[config.mk]
export PLATFORM = sky130hd
export DESIGN_NAME = rsv_cmd_handler
export DESIGN_NICKNAME = d
export VERILOG_FILES = /design/src/rtl/rsv_pkg.sv /design/src/rtl/rsv_line_sync.sv /design/src/rtl/rsv_recover_timer.sv /design/src/rtl/rsv_cmd_fsm.sv /design/src/rtl/rsv_cmd_handler.sv
export SDC_FILE = /design/constraint.sdc
export NUM_CORES = 1
export LEC_CHECK = 0
export ABC_CLOCK_PERIOD_IN_PS = 2100
export BUFFER_PORTS_ARGS = -buffer_cell sky130_fd_sc_hd__buf_2
export CAP_MARGIN = 0
export CORE_AREA = 2 2 83 105
export CTS_BUF_LIST = sky130_fd_sc_hd__clkbuf_8
export DETAILED_ROUTE_END_ITERATION = 8
export DIE_AREA = 0 0 85 107
export PLACE_DENSITY = 0.68
export SLEW_MARGIN = 10
export SYNTH_ARGS = -nofsm -noshare
export SYNTH_HDL_FRONTEND = slang
export SYNTH_SLANG_ARGS = --single-unit
[constraint.sdc]
create_clock -name clk -period 2.1 [get_ports clk]
set_input_delay 0.315 -clock clk [delete_from_list [all_inputs] [get_ports clk]]
set_output_delay 0.315 -clock clk [all_outputs]
set_load 0.1 [all_outputs]
[src/rtl/rsv_pkg.sv]
package rsv_pkg;

  typedef enum logic [2:0] {
    ST_IDLE,
    ST_ADDR,
    ST_DEVW,
    ST_ARMED,
    ST_ACK,
    ST_TX,
    ST_SLEEP,
    ST_RECOVER
  } rsv_state_e;

  localparam logic [7:0] CODE_ID_OPEN = 8'hF8;
  localparam logic [7:0] CODE_ID_READ = 8'hF9;
  localparam logic [7:0] CODE_SLEEP   = 8'h86;
  localparam logic [4:0] HS_PREFIX    = 5'b00001;
  localparam logic [3:0] TYPE_CODE    = 4'b1010;

  function automatic logic [7:0] id_byte(input logic [11:0] mfr,
                                         input logic [11:0] prod,
                                         input logic [1:0]  idx);
    logic [7:0] b;
    case (idx)
      2'd0:    b = mfr[11:4];
      2'd1:    b = {mfr[3:0], prod[11:8]};
      default: b = prod[7:0];
    endcase
    return b;
  endfunction

endpackage

[src/rtl/rsv_line_sync.sv]
module rsv_line_sync #(
  parameter int STAGES = 2
) (
  input  logic clk,
  input  logic rst_n,
  input  logic scl_i,
  input  logic sda_i,
  output logic scl_lvl,
  output logic sda_lvl,
  output logic scl_rise,
  output logic scl_fall,
  output logic bus_start,
  output logic bus_stop
);
  localparam int NLINES = 2;

  logic [NLINES-1:0] raw;
  logic [NLINES-1:0] lvl;
  logic [NLINES-1:0] prev_q;

  assign raw = {sda_i, scl_i};

  for (genvar g = 0; g < NLINES; g++) begin : g_line
    logic [STAGES-1:0] chain_q;
    logic [STAGES-1:0] chain_d;

    always_comb chain_d = {chain_q[STAGES-2:0], raw[g]};

    always_ff @(posedge clk or negedge rst_n) begin
      if (!rst_n) chain_q <= '1;
      else        chain_q <= chain_d;
    end

    assign lvl[g] = chain_q[STAGES-1];
  end

  always_ff @(posedge clk or negedge rst_n) begin
    if (!rst_n) prev_q <= '1;
    else        prev_q <= lvl;
  end

  assign scl_lvl   = lvl[0];
  assign sda_lvl   = lvl[1];
  assign scl_rise  = lvl[0] & ~prev_q[0];
  assign scl_fall  = ~lvl[0] & prev_q[0];
  assign bus_start = lvl[0] & prev_q[0] & prev_q[1] & ~lvl[1];
  assign bus_stop  = lvl[0] & prev_q[0] & ~prev_q[1] & lvl[1];

endmodule

[src/rtl/rsv_recover_timer.sv]
module rsv_recover_timer #(
  parameter int CYCLES = 40000
) (
  input  logic clk,
  input  logic rst_n,
  input  logic start_i,
  output logic busy_o,
  output logic done_o
);
  localparam int CW = $clog2(CYCLES + 1);
  localparam logic [CW-1:0] LAST = CW'(CYCLES - 1);

  logic [CW-1:0] cnt_q, cnt_d;
  logic          busy_q, busy_d;

  assign done_o = busy_q && (cnt_q == LAST);
  assign busy_o = busy_q;

  always_comb begin
    cnt_d  = cnt_q;
    busy_d = busy_q;
    if (start_i) begin
      busy_d = 1'b1;
      cnt_d  = '0;
    end else if (busy_q) begin
      if (cnt_q == LAST) busy_d = 1'b0;
      else               cnt_d  = cnt_q + 1'b1;
    end
  end

  always_ff @(posedge clk or negedge rst_n) begin
    if (!rst_n) begin
      cnt_q  <= '0;
      busy_q <= 1'b0;
    end else begin
      cnt_q  <= cnt_d;
      busy_q <= busy_d;
    end
  end

  // A wake request never arrives while a recovery window is still open
  p_no_restart_r8: assert property (@(posedge clk) disable iff (!rst_n)
    start_i |-> !busy_q);

endmodule

[src/rtl/rsv_cmd_fsm.sv]
module rsv_cmd_fsm
  import rsv_pkg::*;
#(
  parameter logic [11:0] MFR_CODE  = 12'h00A,
  parameter logic [11:0] PROD_CODE = 12'h758
) (
  input  logic       clk,
  input  logic       rst_n,
  input  logic       scl_lvl,
  input  logic       sda_lvl,
  input  logic       scl_rise,
  input  logic       scl_fall,
  input  logic       bus_start,
  input  logic       bus_stop,
  input  logic [1:0] dev_sel,
  input  logic       rec_done,
  output logic       rec_start,
  output logic       sda_low_o,
  output logic       sleep_o,
  output logic       recovering_o,
  output logic       hs_o,
  output logic [7:0] id_byte_o,
  output logic       id_load_o
);
  localparam int         ID_LEN  = 3;
  localparam logic [1:0] ID_LAST = 2'(ID_LEN - 1);

  rsv_state_e state_q, state_d, ack_next_q, ack_next_d;
  logic [3:0] bit_cnt_q, bit_cnt_d;
  logic [7:0] shreg_q, shreg_d;
  logic [7:0] id_byte_q, id_byte_d;
  logic [1:0] id_idx_q, id_idx_d;
  logic       sda_low_q, sda_low_d;
  logic       armed_q, armed_d;
  logic       hs_q, hs_d;
  logic       wk_arm_q, wk_arm_d;
  logic       id_load_q, id_load_d;
  logic [7:0] cur_byte;
  logic       ack_ok;
  rsv_state_e ack_tgt;

  assign cur_byte = id_byte(MFR_CODE, PROD_CODE, id_idx_q);

  // byte verdict, evaluated when the eighth bit has been shifted in
  always_comb begin
    ack_ok  = 1'b0;
    ack_tgt = ST_IDLE;
    if (state_q == ST_DEVW) begin
      if (shreg_q[7:4] == TYPE_CODE && shreg_q[3:2] == dev_sel) begin
        ack_ok  = 1'b1;
        ack_tgt = ST_ARMED;
      end
    end else if (armed_q) begin
      if (shreg_q == CODE_ID_READ) begin
        ack_ok  = 1'b1;
        ack_tgt = ST_TX;
      end else if (shreg_q == CODE_SLEEP) begin
        ack_ok  = 1'b1;
        ack_tgt = ST_SLEEP;
      end
    end else if (shreg_q == CODE_ID_OPEN) begin
      ack_ok  = 1'b1;
      ack_tgt = ST_DEVW;
    end
  end

  always_comb begin
    state_d    = state_q;
    ack_next_d = ack_next_q;
    bit_cnt_d  = bit_cnt_q;
    shreg_d    = shreg_q;
    id_byte_d  = id_byte_q;
    id_idx_d   = id_idx_q;
    sda_low_d  = sda_low_q;
    armed_d    = armed_q;
    hs_d       = hs_q;
    wk_arm_d   = wk_arm_q;
    id_load_d  = 1'b0;
    rec_start  = 1'b0;
    if (bus_stop) hs_d = 1'b0;

    case (state_q)
      ST_SLEEP: begin
        if (bus_start) begin
          wk_arm_d  = 1'b1;
          bit_cnt_d = '0;
        end else if (bus_stop) begin
          wk_arm_d = 1'b0;
        end else if (scl_rise && wk_arm_q) begin
          if (bit_cnt_q == 4'd8) begin
            rec_start = 1'b1;
            state_d   = ST_RECOVER;
            wk_arm_d  = 1'b0;
            bit_cnt_d = '0;
          end else begin
            bit_cnt_d = bit_cnt_q + 4'd1;
          end
        end
      end
      ST_RECOVER: begin
        if (rec_done) state_d = ST_IDLE;
      end
      default: begin
        if (bus_start) begin
          state_d   = ST_ADDR;
          bit_cnt_d = '0;
          sda_low_d = 1'b0;
          armed_d   = (state_q == ST_ARMED);
        end else if (bus_stop) begin
          state_d   = ST_IDLE;
          sda_low_d = 1'b0;
          armed_d   = 1'b0;
        end else begin
          case (state_q)
            ST_ADDR, ST_DEVW: begin
              if (scl_rise && bit_cnt_q < 4'd8) begin
                shreg_d   = {shreg_q[6:0], sda_lvl};
                bit_cnt_d = bit_cnt_q + 4'd1;
              end else if (scl_fall && bit_cnt_q == 4'd8) begin
                armed_d = 1'b0;
                if (state_q == ST_ADDR && !armed_q && shreg_q[7:3] == HS_PREFIX)
                  hs_d = 1'b1;
                if (ack_ok) begin
                  sda_low_d  = 1'b1;
                  state_d    = ST_ACK;
                  ack_next_d = ack_tgt;
                  id_idx_d   = '0;
                end else begin
                  state_d = ST_IDLE;
                end
              end
            end
            ST_ACK: begin
              if (scl_rise && bit_cnt_q == 4'd8) begin
                bit_cnt_d = 4'd9;
              end else if (scl_fall && bit_cnt_q == 4'd9) begin
                sda_low_d = 1'b0;
                bit_cnt_d = '0;
                state_d   = ack_next_q;
                if (ack_next_q == ST_TX) begin
                  id_byte_d = cur_byte;
                  id_load_d = 1'b1;
                  sda_low_d = ~cur_byte[7];
                end else if (ack_next_q == ST_SLEEP) begin
                  wk_arm_d = 1'b0;
                  hs_d     = 1'b0;
                end
              end
            end
            ST_TX: begin
              if (scl_rise) begin
                if (bit_cnt_q < 4'd8) begin
                  bit_cnt_d = bit_cnt_q + 4'd1;
                end else if (bit_cnt_q == 4'd8) begin
                  if (!sda_lvl) begin
                    bit_cnt_d = 4'd9;
                    id_idx_d  = (id_idx_q == ID_LAST) ? 2'd0 : id_idx_q + 2'd1;
                  end else begin
                    state_d = ST_IDLE;
                  end
                end
              end else if (scl_fall) begin
                if (bit_cnt_q == 4'd9) begin
                  id_byte_d = cur_byte;
                  id_load_d = 1'b1;
                  sda_low_d = ~cur_byte[7];
                  bit_cnt_d = '0;
                end else if (bit_cnt_q == 4'd8) begin
                  sda_low_d = 1'b0;
                end else if (bit_cnt_q != 4'd0) begin
                  sda_low_d = ~id_byte_q[3'd7 - bit_cnt_q[2:0]];
                end
              end
            end
            default: ;
          endcase
        end
      end
    endcase
  end

  always_ff @(posedge clk or negedge rst_n) begin
    if (!rst_n) begin
      state_q    <= ST_IDLE;
      ack_next_q <= ST_IDLE;
      bit_cnt_q  <= '0;
      shreg_q    <= '0;
      id_byte_q  <= '0;
      id_idx_q   <= '0;
      sda_low_q  <= 1'b0;
      armed_q    <= 1'b0;
      hs_q       <= 1'b0;
      wk_arm_q   <= 1'b0;
      id_load_q  <= 1'b0;
    end else begin
      state_q    <= state_d;
      ack_next_q <= ack_next_d;
      bit_cnt_q  <= bit_cnt_d;
      shreg_q    <= shreg_d;
      id_byte_q  <= id_byte_d;
      id_idx_q   <= id_idx_d;
      sda_low_q  <= sda_low_d;
      armed_q    <= armed_d;
      hs_q       <= hs_d;
      wk_arm_q   <= wk_arm_d;
      id_load_q  <= id_load_d;
    end
  end

  assign sda_low_o    = sda_low_q;
  assign sleep_o      = (state_q == ST_SLEEP);
  assign recovering_o = (state_q == ST_RECOVER);
  assign hs_o         = hs_q;
  assign id_byte_o    = id_byte_q;
  assign id_load_o    = id_load_q;

  // SDA stays released through sleep and recovery
  p_quiet_asleep_r7: assert property (@(posedge clk) disable iff (!rst_n)
    (state_q == ST_SLEEP || state_q == ST_RECOVER) |-> !sda_low_q);

  // the pull-down only moves while SCL is low, or on a START/STOP
  p_sda_scl_low_r2: assert property (@(posedge clk) disable iff (!rst_n)
    !$stable(sda_low_q) |-> (!$past(scl_lvl) || $past(bus_start) || $past(bus_stop)));

  // sleep is entered only as the acknowledge is let go
  p_sleep_after_ack_r6: assert property (@(posedge clk) disable iff (!rst_n)
    $rose(sleep_o) |-> $past(sda_low_q));

  // the high-speed flag never outlives a STOP
  p_hs_clears_r9: assert property (@(posedge clk) disable iff (!rst_n)
    bus_stop |=> !hs_q);

endmodule

[src/rtl/rsv_cmd_handler.sv]
module rsv_cmd_handler #(
  parameter int          SYNC_STAGES = 2,
  parameter int          REC_CYCLES  = 40000,
  parameter logic [11:0] MFR_CODE    = 12'h00A,
  parameter logic [11:0] PROD_CODE   = 12'h758
) (
  input  logic       clk,
  input  logic       rst_n,
  input  logic       scl_i,
  input  logic       sda_i,
  input  logic [1:0] dev_sel_i,
  output logic       sda_pull_o,
  output logic       sleep_o,
  output logic       ready_o,
  output logic       hs_mode_o,
  output logic [7:0] id_byte_o,
  output logic       id_load_o
);
  logic scl_lvl, sda_lvl, scl_rise, scl_fall, bus_start, bus_stop;
  logic rec_start, rec_busy, rec_done, recovering;

  rsv_line_sync #(.STAGES(SYNC_STAGES)) u_sync (
    .clk      (clk),
    .rst_n    (rst_n),
    .scl_i    (scl_i),
    .sda_i    (sda_i),
    .scl_lvl  (scl_lvl),
    .sda_lvl  (sda_lvl),
    .scl_rise (scl_rise),
    .scl_fall (scl_fall),
    .bus_start(bus_start),
    .bus_stop (bus_stop)
  );

  rsv_recover_timer #(.CYCLES(REC_CYCLES)) u_timer (
    .clk    (clk),
    .rst_n  (rst_n),
    .start_i(rec_start),
    .busy_o (rec_busy),
    .done_o (rec_done)
  );

  rsv_cmd_fsm #(.MFR_CODE(MFR_CODE), .PROD_CODE(PROD_CODE)) u_fsm (
    .clk         (clk),
    .rst_n       (rst_n),
    .scl_lvl     (scl_lvl),
    .sda_lvl     (sda_lvl),
    .scl_rise    (scl_rise),
    .scl_fall    (scl_fall),
    .bus_start   (bus_start),
    .bus_stop    (bus_stop),
    .dev_sel     (dev_sel_i),
    .rec_done    (rec_done),
    .rec_start   (rec_start),
    .sda_low_o   (sda_pull_o),
    .sleep_o     (sleep_o),
    .recovering_o(recovering),
    .hs_o        (hs_mode_o),
    .id_byte_o   (id_byte_o),
    .id_load_o   (id_load_o)
  );

  assign ready_o = ~(sleep_o | recovering);

  // while the recovery window runs the handler reports not ready
  p_ready_low_busy_r8: assert property (@(posedge clk) disable iff (!rst_n)
    rec_busy |-> !ready_o);

endmodule

Word level (Yosys, flattened, before mapping)
Index checks and enable logic that the tools add are counted.

word-level totals
  register bits = 56
  memories kept = 0
  RAM bits = 0
  memory bits (read-only) = 0
  latch bits = 0
  input bits = 6

cells by class
  $lt $le $gt $ge = 2
  bitwise operators = 20
  $add $sub $neg = 4
  muxes and demuxes = 130
  equality and inequality tests = 70
  multiply operators = 0
  div/mod/pow operators = 0
  reduce and logical (&&, ||, !) cells = 35
  shift operators = 0

operators with widths
  kind                                                    number
  two-way mux 1 bit                                       64
  two-way mux 3 bit                                       20
  two-way mux 4 bit                                       15
  two-way mux 16 bit                                      3
  two-way mux 8 bit                                       6
  AND reduction 10 bit                                    4
  inequality test 6 bit (second input constant)           6
  case mux 8 bit (2 select lines)                         2
  inequality test 2 bit (second input constant)           14
  equality test 8 bit (second input constant)             3
  two-way mux 2 bit                                       10
  inequality test 2 x 1 -> 1 bit (second input constant)  10
  inequality test 4 x 3 -> 1 bit (second input constant)  5
  equality test 3 bit (second input constant)             6
  inequality test 6 x 5 -> 1 bit (second input constant)  3
  adder 16 x 1 -> 16 bit (second input constant)          1
  equality test 16 bit (second input constant)            1
  inequality test 5 x 3 -> 1 bit (second input constant)  3
  AND reduction 14 bit                                    1
  equality test 4 bit (second input constant)             3
  inequality test 4 bit (second input constant)           3
  inverter 1 bit                                          12
  case mux 4 bit (3 select lines)                         1
  nonzero test 2 bit                                      6
  other kinds (38)                                        59

Longest topological paths before layout
  depth in word-level cells = 12
  mapped depth = 7
  mapped depth without buffers = 7

Modules after synthesis
Synthesis repeated with hierarchy kept, for this count alone.

second synthesis, totals
  cell total of the unflattened synthesis = 329
  area total of the unflattened synthesis = 3046.7 um2

by module, submodules not included
  module             area an instance (um2)  sequential area each (um2)  cells each  times used
  rsv_cmd_fsm        1956.9                  675.6                       226         1
  rsv_recover_timer  895.9                   425.4                       92          1
  rsv_line_sync      190.2                   157.7                       10          1
  rsv_cmd_handler    3.8                     0.0                         1           1

Least setup slack after synthesis
OpenSTA, ideal clock, no wires.

  path type = reg2reg
  start point = register u_fsm.state_q[2]
  end point = register u_fsm.state_q[0]
  path buffers = 2
  setup slack = -0.102 ns
  data arrival time = 2.120 ns
  clock period less this slack = 2.202 ns
  stages on the path, launching flop included = 7
  cells stage by stage = dfrtp_1 > clkbuf_1 > buf_1 > nand2_1 > o211ai_1 > a31oi_1 > a31oi_1

on the way
  longest elaborated chain between the ends = 6
  elaborated cells on any way between the ends = 26
  classes of those cells = 19 x eq/ne; 4 x mux; 3 x reduce/logical

ends and longest elaborated chain
  element                                                                       line                source
  from (decl)                                                                   rsv_cmd_fsm.sv:28   rsv_state_e state_q, state_d, ack_next_q, ack_next_d;
  from (signal assigned)                                                        rsv_cmd_fsm.sv:196  state_q <= state_d;
  equality test 3 x 1 -> 1 bit or equality test 3 x 2 -> 1 bit (tied branches)  rsv_cmd_fsm.sv:114  case (state_q)
  OR reduction 2 bit                                                            rsv_cmd_fsm.sv:114
  case mux 3 bit (3 select lines)                                               rsv_cmd_fsm.sv:114
  two-way mux 3 bit                                                             rsv_cmd_fsm.sv:109  end else if (bus_stop) begin
  two-way mux 3 bit                                                             rsv_cmd_fsm.sv:104  if (bus_start) begin
  case mux 3 bit (2 select lines)                                               rsv_cmd_fsm.sv:82   case (state_q)

Several ways; a longest one is shown, not always the timed one.
A chain may end at the register's enable or synchronous reset.

Worst setup path after layout
  start point = register u_fsm.shreg_q[5]
  end point = register u_fsm.ack_next_q[2]

on the way
  longest elaborated chain between the ends = 6
  elaborated cells on any way between the ends = 16
  classes of those cells = 4 x eq/ne; 10 x mux; 2 x reduce/logical

ends and longest elaborated chain
  element                        line                source
  from (decl)                    rsv_cmd_fsm.sv:30   logic [7:0] shreg_q, shreg_d;
  from (signal assigned)         rsv_cmd_fsm.sv:199  shreg_q <= shreg_d;
  equality test 8 bit            rsv_cmd_fsm.sv:57   end else if (shreg_q == CODE_SLEEP) begin
  two-way mux 1 bit              rsv_cmd_fsm.sv:57
  two-way mux 1 bit              rsv_cmd_fsm.sv:54   if (shreg_q == CODE_ID_READ) begin
  two-way mux 1 bit              rsv_cmd_fsm.sv:53   end else if (armed_q) begin
  two-way mux 1 bit              rsv_cmd_fsm.sv:48   if (state_q == ST_DEVW) begin
  AND reduction 7 bit (no line)  --
  to (signal assigned)           rsv_cmd_fsm.sv:197  ack_next_q <= ack_next_d;
  to (decl)                      rsv_cmd_fsm.sv:28

Several ways; a longest one is shown, not always the timed one.

==> flow_metrics.tcl <==
set metrics [dict create \
    outcome "complete, no violations" \
    switching_share_pct 42.34 \
    drc 0 \
    gr-total-overflow 0 \
    dp.cells 454 \
    antenna_found_initial 0 \
    first_pass_iters 5 \
    grt_pass1_vias 2675 \
    syn_nets 334 \
    ir_drop_v 0.0004994 \
    cts_sinks 50 \
    drtIter0Drc 205 \
    crit-reg2reg-launch "u_fsm.shreg_q[5]" \
    cellPowerDensity_nw_per_um2 982.0 \
    reg2regPathDepth 5 \
    cts_max_level 2 \
    die_h_um 107 \
    clockBufferDepth 2 \
    portBuffers 18 \
    fp.dieArea_um2 9095 \
    internal_power_mw 2.129 \
    wl_per_cell_um 16.49 \
    syn_inst 323 \
    seqCellArea_um2 1261 \
    hold_start "sda_i" \
    grtUsageMet3_pct 3.002 \
    hold_class "in -> reg" \
    power_mw 3.693 \
    final.fill_count 737 \
    slew_headroom_pct 68.13 \
    worst_setup_path_end_kind "register" \
    async_flop_share_pct 100.0 \
    pwr-share-comb_pct 49.4 \
    grt-busiest-layer "met2" \
    fmax_mhz 489.5 \
    setup_violations 0 \
    numCtsBuffers 5 \
    clock_latency_ns 0.31 \
    route.final.wire_length_mm 7.717 \
    critPathKind "reg -> reg" \
    tns_ns 0 \
    synth_area_um2 3147 \
    crit_arrival_ns 2.25 \
    cts_tree "built" \
    synth_ff_type "dfrtp_1" \
    synth_edf_count 0 \
    clock_power_share_pct 16.5 \
    clkSlewWorstSetupHoldPaths_ns 0.09 \
    hold_path_depth 1 \
    vias 2730 \
    drive_above_1_share_pct 29.38 \
    regToRegSetupSlack_ns 0.06 \
    syn_area_per_cell_um2 9.742 \
    root_buffer "clkbuf_8" \
    power.leakage_nw 1.722 \
    grt_util_met1_pct 21.72 \
    ys_seq_elements 50 \
    synth.distinct_cells 71 \
    grt_pass1_wl_mm 12.75 \
    p_switching_mw 1.564 \
    core_um2 8102 \
    cp_data_required_time_ns 2.30 \
    crit_path_max_fanout 4 \
    fin_crit_sh_pct 97.28 \
    initial_core_util_pct 38.84 \
    maxCapViolations 0 \
    finalMaxSlewViolations 0 \
    fin_skew_ns 0.009734 \
    io_pins 19 \
    vias_per_cell 5.833 \
    period_needed_ns 2.043 \
    place.gp.congestion 0.9629 \
    fin_cells 468 \
    num_antenna_cells 0 \
    whs_endpoint "u_sync.g_line[1].chain_q[0]" \
    multi_input_area_um2 1780 \
    dieWidth_um 85 \
    postRouteAntennaNets 0 \
    hold_viol_final 0 \
    preCtsSetupSlack_ns -0.01519 \
    start_kind "register" \
    r2r_end "u_fsm.ack_next_q[2]" \
    finalCoreUtilization_pct 46.42 \
    hpwlAfterDp_mm 5.619 \
    yosys_warnings 0 \
    pwr-share-seq_pct 34.1 \
    grt_util_all_layers_pct 17.19 \
    tightest_slew_ns 0.4744 \
    fin_ws_ns 0.05712 \
    yosysSeqAreaShare_pct 40.00 \
    met2_usage_pct 27.40 \
    nets 381 \
    std_cell_rows 37 \
    grt_max_degree 23 \
    area_growth_pct 19.52 \
]
==> layer usage <==
metal  vias to the layer above  share of wire, %  wire length [um]
met4                         0               3.5               269
met2                        76                48              3690
met1                      1329                45              3461
met5                         -                 0                 0
li1                       1303                 -                 -
met3                        22               3.8               296
==> flip-flops by register name, indices dropped and copies added (netlist names), 2 cells and up <==
register	count
u_fsm.ack_next_q	3
u_fsm.bit_cnt_q	4
u_fsm.id_byte_o	2
u_fsm.id_idx_q	2
u_fsm.shreg_q	8
u_fsm.state_q	3
u_sync.g_line.chain_q	4
u_sync.prev_q	2
u_timer.cnt_q	16
==> synthesized netlist by cell type, types with 5 or more instances <==
cell / n / area share [%]
dfrtp_1: 44 / 35
nor2_1: 25 / 3.0
nand2_1: 18 / 2.1
and3_1: 13 / 2.6
xor2_1: 13 / 3.6
nor3_1: 12 / 1.9
o21ai_0: 12 / 1.9
clkbuf_1: 11 / 1.3
inv_1: 11 / 1.3
a31oi_1: 10 / 2.0
mux2_2: 9 / 3.2
buf_4: 7 / 1.7
nand3_1: 7 / 1.1
dfstp_2: 6 / 5.0
o2111ai_1: 6 / 1.7
o211ai_1: 6 / 1.4
xnor2_1: 6 / 1.7
a21oi_1: 5 / 0.80
and2_1: 5 / 0.99
ha_1: 5 / 2.0
nand2b_1: 5 / 0.99
nor2b_1: 5 / 0.99
==> cells in the final DEF, fill, tap and decap left out, types with 3 or more instances in the layout <==
master      n
a21o_1      4
a21oi_1     5
a31oi_1    10
a32o_1      3
and2_1      5
and3_1     13
and4b_1     3
buf_2      17
buf_4      43
clkbuf_8    6
dfrtp_1    42
dfstp_2     6
ha_1        5
inv_1      11
mux2_2      9
mux2i_1     4
nand2_1    17
nand2b_1    5
nand3_1     7
nand3b_1    4
nand4_1     3
nor2_1     25
nor2b_1     3
nor3_1     11
nor3_2      3
nor4_1      3
o2111ai_1   6
o211ai_1    6
o21ai_0    11
xnor2_1     6
xor2_1     13
==> critical path, cell delays in order, from the launching register on <==
cell	delay (ns)
dfrtp_1	0.38
or3_4	0.38
or4_4	0.53
o211a_4	0.18
nand2b_4	0.16
mux2_4	0.30
==> worst max path at each step <==
stage                                      startpoint  cells past startpoint             endpoint  slack, ns
after floorplan           u_sync.g_line[1].chain_q[1]                      6   u_fsm.id_byte_o[5]       0.05
after global placement               u_fsm.shreg_q[5]                      5      u_fsm.sda_low_o       0.05
after detailed placement             u_fsm.state_q[0]                      5      u_fsm.sda_low_o      -0.02
after CTS                            u_fsm.shreg_q[5]                      5      u_fsm.sda_low_o      0.007
after global routing      u_sync.g_line[0].chain_q[1]                      5   u_fsm.bit_cnt_q[2]     -0.007
final                                u_fsm.shreg_q[5]                      5  u_fsm.ack_next_q[2]       0.06
==> kinds of logic after synthesis <==
family | Yosys count | synth area share, %
AND/OR/NAND/NOR | 126 | 24.10
AO/OA/AOI/OAI | 74 | 18.13
flip-flops | 50 | 40.00
buffers and inverters | 34 | 5.050
XOR/XNOR | 19 | 5.288
multiplexers | 15 | 5.447
adder cells (fa/ha/maj) | 5 | 1.988
==> what timing repair did <==
| action | CTS | global route |
|---|---|---|
| gates resized for setup | 1 | 12 |
| hold endpoints to repair | 13 | 0 |
| pin swaps | 0 | 3 |
| buffers inserted | 3 | 2 |
| setup endpoints to repair | 3 | 10 |
| hold buffers | 1 | 0 |
==> through the flow <==
| step | hold slack (ns) | instance area [um2] |
|---|---|---|
| after floorplan | 0.01941 | 3149 |
| after global placement | 0.2464 | 3563 |
| after detailed placement | 0.2562 | 3563 |
| after CTS | 0.08652 | 3700 |
| after global routing | 0.08546 | 3761 |
| final | 0.09830 | 3761 |
==> cell type report <==
cell class | count | share of cell area (%)
inverter | 11 | 1.098
clock buffer | 6 | 2.196
timing repair buffer | 63 | 12.18
multi-input combinational | 239 | 47.34
clock inverter | 2 | 0.4325
tap | 97 | 3.227
sequential | 50 | 33.53
==> power groups by stage <==
| stage | Clock (mW) | Combinational [mW] | Sequential (mW) |
|---|---|---|---|
| after floorplan | 0 | 1.09 | 1.33 |
| after CTS | 0.634 | 1.75 | 1.25 |
| after detailed placement | 0 | 1.73 | 1.26 |
| after global placement | 0 | 1.73 | 1.26 |
| final | 0.609 | 1.82 | 1.26 |
| after global routing | 0.671 | 1.96 | 1.28 |
No activity file was read; power rests on OpenSTA's default activity.
